<file path="config.mk">
export PLATFORM = sky130hd
export DESIGN_NAME = tdm_stream_rx
export DESIGN_NICKNAME = d
export VERILOG_FILES = /design/src/rtl/tdm_stream_rx.sv
export SDC_FILE = /design/constraint.sdc
export NUM_CORES = 1
export LEC_CHECK = 0
export CORE_ASPECT_RATIO = 0.5
export CORE_UTILIZATION = 40
export DETAILED_ROUTE_END_ITERATION = 16
export DONT_BUFFER_PORTS = 1
export GPL_ROUTABILITY_DRIVEN = 0
export SETUP_SLACK_MARGIN = 0.05
export SLEW_MARGIN = 20
export SYNTH_ARGS = -nofsm -noshare
export SYNTH_HDL_FRONTEND = slang
export SYNTH_SLANG_ARGS = --single-unit
</file>
<file path="constraint.sdc">
create_clock -name clk -period 1.6 [get_ports clk]
set_input_delay 0.24 -clock clk [delete_from_list [all_inputs] [get_ports clk]]
set_output_delay 0.24 -clock clk [all_outputs]
set_load 0.02 [all_outputs]
</file>
<file path="src/rtl/tdm_stream_rx.sv">
module tdm_stream_rx #(
  parameter int TICKS    = 4,
  parameter int CH_BITS  = 8,
  parameter int CHANNELS = 512,
  localparam int TW = $clog2(TICKS),
  localparam int BW = $clog2(CH_BITS),
  localparam int CW = $clog2(CHANNELS)
) (
  input  logic               clk,
  input  logic               rst_n,
  input  logic               frame_sync,
  input  logic               ser_in,
  input  logic [1:0]         sample_sel,
  input  logic               lsb_first,
  output logic [CH_BITS-1:0] byte_out,
  output logic [CW-1:0]      chan_out,
  output logic               byte_valid
);

  localparam logic [TW-1:0] TICK_LAST = TW'(TICKS - 1);
  localparam logic [BW-1:0] BIT_LAST  = BW'(CH_BITS - 1);
  localparam logic [CW-1:0] CH_LAST   = CW'(CHANNELS - 1);
  localparam logic [TW-1:0] TICK_HALF = TW'(TICKS / 2 - 1);
  localparam logic [TW-1:0] TICK_3Q   = TW'((3 * TICKS) / 4 - 1);

  logic               running;
  logic [1:0]         act_sel;
  logic               act_lsb;
  logic [TW-1:0]      tick_cnt;
  logic [BW-1:0]      bit_cnt;
  logic [CW-1:0]      ch_cnt;
  logic [CH_BITS-1:0] shreg;
  logic [TW-1:0]      samp_tick;
  logic               samp_now;
  logic               last_bit;
  logic [CH_BITS-1:0] shreg_next;

  always_comb begin
    case (act_sel)
      2'b00:   samp_tick = TICK_HALF;
      2'b10:   samp_tick = TICK_LAST;
      default: samp_tick = TICK_3Q;
    endcase
  end

  assign samp_now   = running && (tick_cnt == samp_tick);
  assign last_bit   = samp_now && (bit_cnt == BIT_LAST);
  assign shreg_next = act_lsb ? {ser_in, shreg[CH_BITS-1:1]}
                              : {shreg[CH_BITS-2:0], ser_in};

  always_ff @(posedge clk) begin
    if (!rst_n) begin
      running  <= 1'b0;
      act_sel  <= 2'b01;
      act_lsb  <= 1'b0;
      tick_cnt <= '0;
      bit_cnt  <= '0;
      ch_cnt   <= '0;
    end else if (frame_sync) begin
      running  <= 1'b1;
      act_sel  <= sample_sel;
      act_lsb  <= lsb_first;
      tick_cnt <= '0;
      bit_cnt  <= '0;
      ch_cnt   <= '0;
    end else if (running) begin
      if (tick_cnt == TICK_LAST) begin
        tick_cnt <= '0;
        if (bit_cnt == BIT_LAST) begin
          bit_cnt <= '0;
          ch_cnt  <= (ch_cnt == CH_LAST) ? '0 : ch_cnt + 1'b1;
        end else begin
          bit_cnt <= bit_cnt + 1'b1;
        end
      end else begin
        tick_cnt <= tick_cnt + 1'b1;
      end
    end
  end

  always_ff @(posedge clk) begin
    if (!rst_n) begin
      shreg      <= '0;
      byte_out   <= '0;
      chan_out   <= '0;
      byte_valid <= 1'b0;
    end else if (frame_sync) begin
      shreg      <= '0;
      byte_valid <= 1'b0;
    end else begin
      byte_valid <= last_bit;
      if (samp_now) shreg <= shreg_next;
      if (last_bit) begin
        byte_out <= shreg_next;
        chan_out <= ch_cnt;
      end
    end
  end

  assert_valid_single_R6: assert property (@(posedge clk) disable iff (!rst_n)
    byte_valid |=> !byte_valid);

  assert_sync_clears_R2: assert property (@(posedge clk) disable iff (!rst_n)
    frame_sync |=> !byte_valid);

  assert_idle_quiet_R1: assert property (@(posedge clk) disable iff (!rst_n)
    (!running && !frame_sync) |=> !byte_valid);

  assert_settings_hold_R8: assert property (@(posedge clk) disable iff (!rst_n)
    !frame_sync |=> ($stable(act_sel) && $stable(act_lsb)));

  assert_sync_restarts_R9: assert property (@(posedge clk) disable iff (!rst_n)
    frame_sync |=> (tick_cnt == '0 && bit_cnt == '0 && ch_cnt == '0 && running));

endmodule

</file>
==> results by group <==
CTS
  • CTS tree: done
  • CTS Sinks: 44
  • CTS buffer count: 5
  • CTS H-tree depth: 2
  • Worst-path clk slew: 0.08 ns
  • Root buffer cell: clkbuf_8
  • Hold-fix buffers, CTS: 0
  • CTS max path bufs: 2
  • Skew-Pair Late Insertion Delay: 0.29 ns

Power
  • Max IR drop VDD: 0.2946 mV
  • Power, Total: 1.820 mW
  • Power per cell area: 805.8 nW/µm²
  • P_leak: 0.7514 nW

Critical path
  • Crit-path max FO: 8
  • CP Capture Type: flop
  • Crit path largest cell delay: 0.40 ns
  • Cell chain of the critical path: nand3_1 > nor3_1 > ha_1 > a21o_2 > nor2_1
  • Critical path class: flop to flop
  • CP required: 1.78 ns
  • Critical path arrival: 1.65 ns
  • Critical Path Source Type: flop
  • Crit-path slowest cell: dfxtp_1

Drt
  • # DRC: 0
  • Final WL: 3762 µm
  • DRT Pass-1 Iters: 4
  • Final antenna-violating net count: 0
  • Via count: 1,388
  • Avg WL per Cell: 13.48 µm
  • Initial DRC count: 43
  • Routed vias/inst: 4.975

Layout
  • Share of layout cells above drive strength 1: 19.25%
  • Fillers: 432
  • Area grow syn2layout: 14.31%
  • Leading cell type in the layout, fill and taps excluded: dfxtp_1
  • Design area: 2258 µm²
  • Final nets: 225
  • Antenna Cells: 0
  • Most frequent cells in the layout: dfxtp_1 (42), nand2_1 (39), mux2i_1 (29)

Synth
  • Mapped cell area: 1976 µm²
  • Syn_nets: 219
  • Synthesized instance count: 207
  • Avg Synthesized Cell Area: 9.544 µm²
  • Yosys top cell by area: dfxtp_1
  • Flops & latches, synth: 44
  • Synth warn: 0
  • Seq/Total Area, Yosys: 44.59%
  • Post-synth top area share: 44.59%
  • Number of distinct library cells after synthesis: 30
  • Largest cells by area after synthesis: dfxtp_1 (45%), mux2i_1 (15%), nand2_1 (7.6%), a211oi_2 (5.1%), a21oi_1 (3.8%)

Place
  • Post-DP Area: 2051 µm²
  • I/O Buffers: 0
  • Hpwl dp: 2438 µm

STA
  • Final count of pins violating max slew: 0
  • Fmax: 678.6 MHz
  • Min Tclk post-route: 1.474 ns
  • Hold Slack: 0.01673 ns
  • RSZ-0062 raised after global routing: true
  • Worst Clk Skew: 0.004220 ns
  • Setup violators final: 0
  • Final Cycle Share: 92.10%
  • Worst slew margin: 75.52%
  • Slew @ Worst Pin: 0.3667 ns
  • Endpoints failing hold: 0

Global route
  • Vias in the first global route: 1,323
  • Global-route wire length before repair: 6230 µm
  • Initial antenna violation count: 0
  • Total grt overflow: 0
  • Gr usage total: 15.50%
  • Pin count of the biggest net entering global routing: 40

Floorplanning
  • Die footprint: 5241 µm²
  • # rows: 17
  • CORE AREA: 4573 µm²
  • Initial core utilization: 43.20%
  • Die Span X: 101.4 µm
  • Die Y-Extent: 51.70 µm
  • IO Count: 25

Job
  • Max-cap violations: 0

Status
  • Outcome: completed

Min path
  • Hold/Removal Path Class: input port to flop
-- metrics by stage --
step	utilization (%)	TNS (ns)	instances	worst slack, ns
3_5_place_dp	44.84	-0.2560	269	-0.05787
3_3_place_gp	44.84	0	269	0.05309
4_1_cts	48.54	0	279	0.06442
6_report	49.38	0	279	0.1263
2_1_floorplan	-	0	207	0.1607
5_1_grt	49.38	0	279	0.01715
-- flip-flops by register name, summed over array words and instances, names as in the netlist --
register / count
byte_out: 8
chan_out: 9
ch_cnt: 9
tick_cnt: 2
running: 1
act_sel: 2
act_lsb: 1
byte_valid: 1
bit_cnt: 3
shreg: 8
-- what timing repair did --
action	4_1_cts	5_1_grt
buffers inserted	2	0
pin swaps	2	1
endpoints found under the setup margin	25	25
cloned	1	0
gates resized for setup	13	8
-- power by group --
part	leakage [nW]	internal [mW]	switching, mW
Clock	0.0410	0.297	0.348
Sequential	0.357	1.10	0.00980
Combinational	0.354	0.0287	0.0361
-- cell families after synthesis --
group           synth area share [%]
compound gates                 10.51
xor+xnor                       3.103
fa+ha+maj                      3.167
buf+inv                        5.573
flops                          44.58
mux                            14.69
simple gates                   18.37
-- final cells by class --
type,count,area (µm²),area share [%]
Multi-Input combinational cell,146,1056,46.76
Inverter,2,7.507,0.3324
Clock inverter,1,5.005,0.2216
Sequential cell,44,885.9,39.22
Clock buffer,6,72.57,3.213
Timing Repair Buffer,14,148.9,6.593
Tap cell,66,82.58,3.657
-- synth_stat cells --
cell / number
xnor2_1: 4
buf_2: 3
mux2i_1: 29
buf_6: 3
nor2_1: 9
nand4_1: 1
nor4_1: 1
a211oi_2: 8
or3_1: 1
and2_4: 1
o21ai_0: 1
nor3_1: 5
a21oi_1: 15
a21o_1: 1
o22ai_2: 1
inv_1: 2
nor3b_2: 1
nor3b_1: 1
and3_1: 1
ha_1: 5
clkbuf_1: 7
nand2_1: 40
o21a_1: 1
buf_4: 1
dfxtp_1: 44
xor2_1: 3
buf_12: 1
nor2b_1: 2
nand2b_1: 10
nand3_1: 5
-- critical path: cells and delay by family (launching register included) --
kind | cells | cell delay [ns]
adders and majority gates | 1 | 0.21
and+or+nand+nor | 3 | 0.55
AOI/OAI and AO/OA | 1 | 0.22
DFF | 1 | 0.40
-- layer usage --
layer / vias to the layer above / wire length, µm / track usage, %
li1: 711 / - / -
met4: 0 / 10 / 3.623
met5: - / 0 / 0
met1: 654 / 1967 / 20.97
met2: 21 / 1611 / 23.92
met3: 2 / 173 / 5.108
-- worst paths after layout --
path | start | end | slack, ns | cells past startpoint
min | rst_n | act_sel[0]$_SDFFE_PN1P_ | 0.02 | 1
max | ch_cnt[4]$_SDFFE_PP0P_ | ch_cnt[0]$_SDFFE_PP0P_ | 0.13 | 5
min reg2reg | bit_cnt[1]$_SDFFE_PP0N_ | bit_cnt[1]$_SDFFE_PP0N_ | 0.49 | 2
max reg2reg | ch_cnt[4]$_SDFFE_PP0P_ | ch_cnt[0]$_SDFFE_PP0P_ | 0.13 | 5
Note: power is estimated with default switching activity, not from simulation.
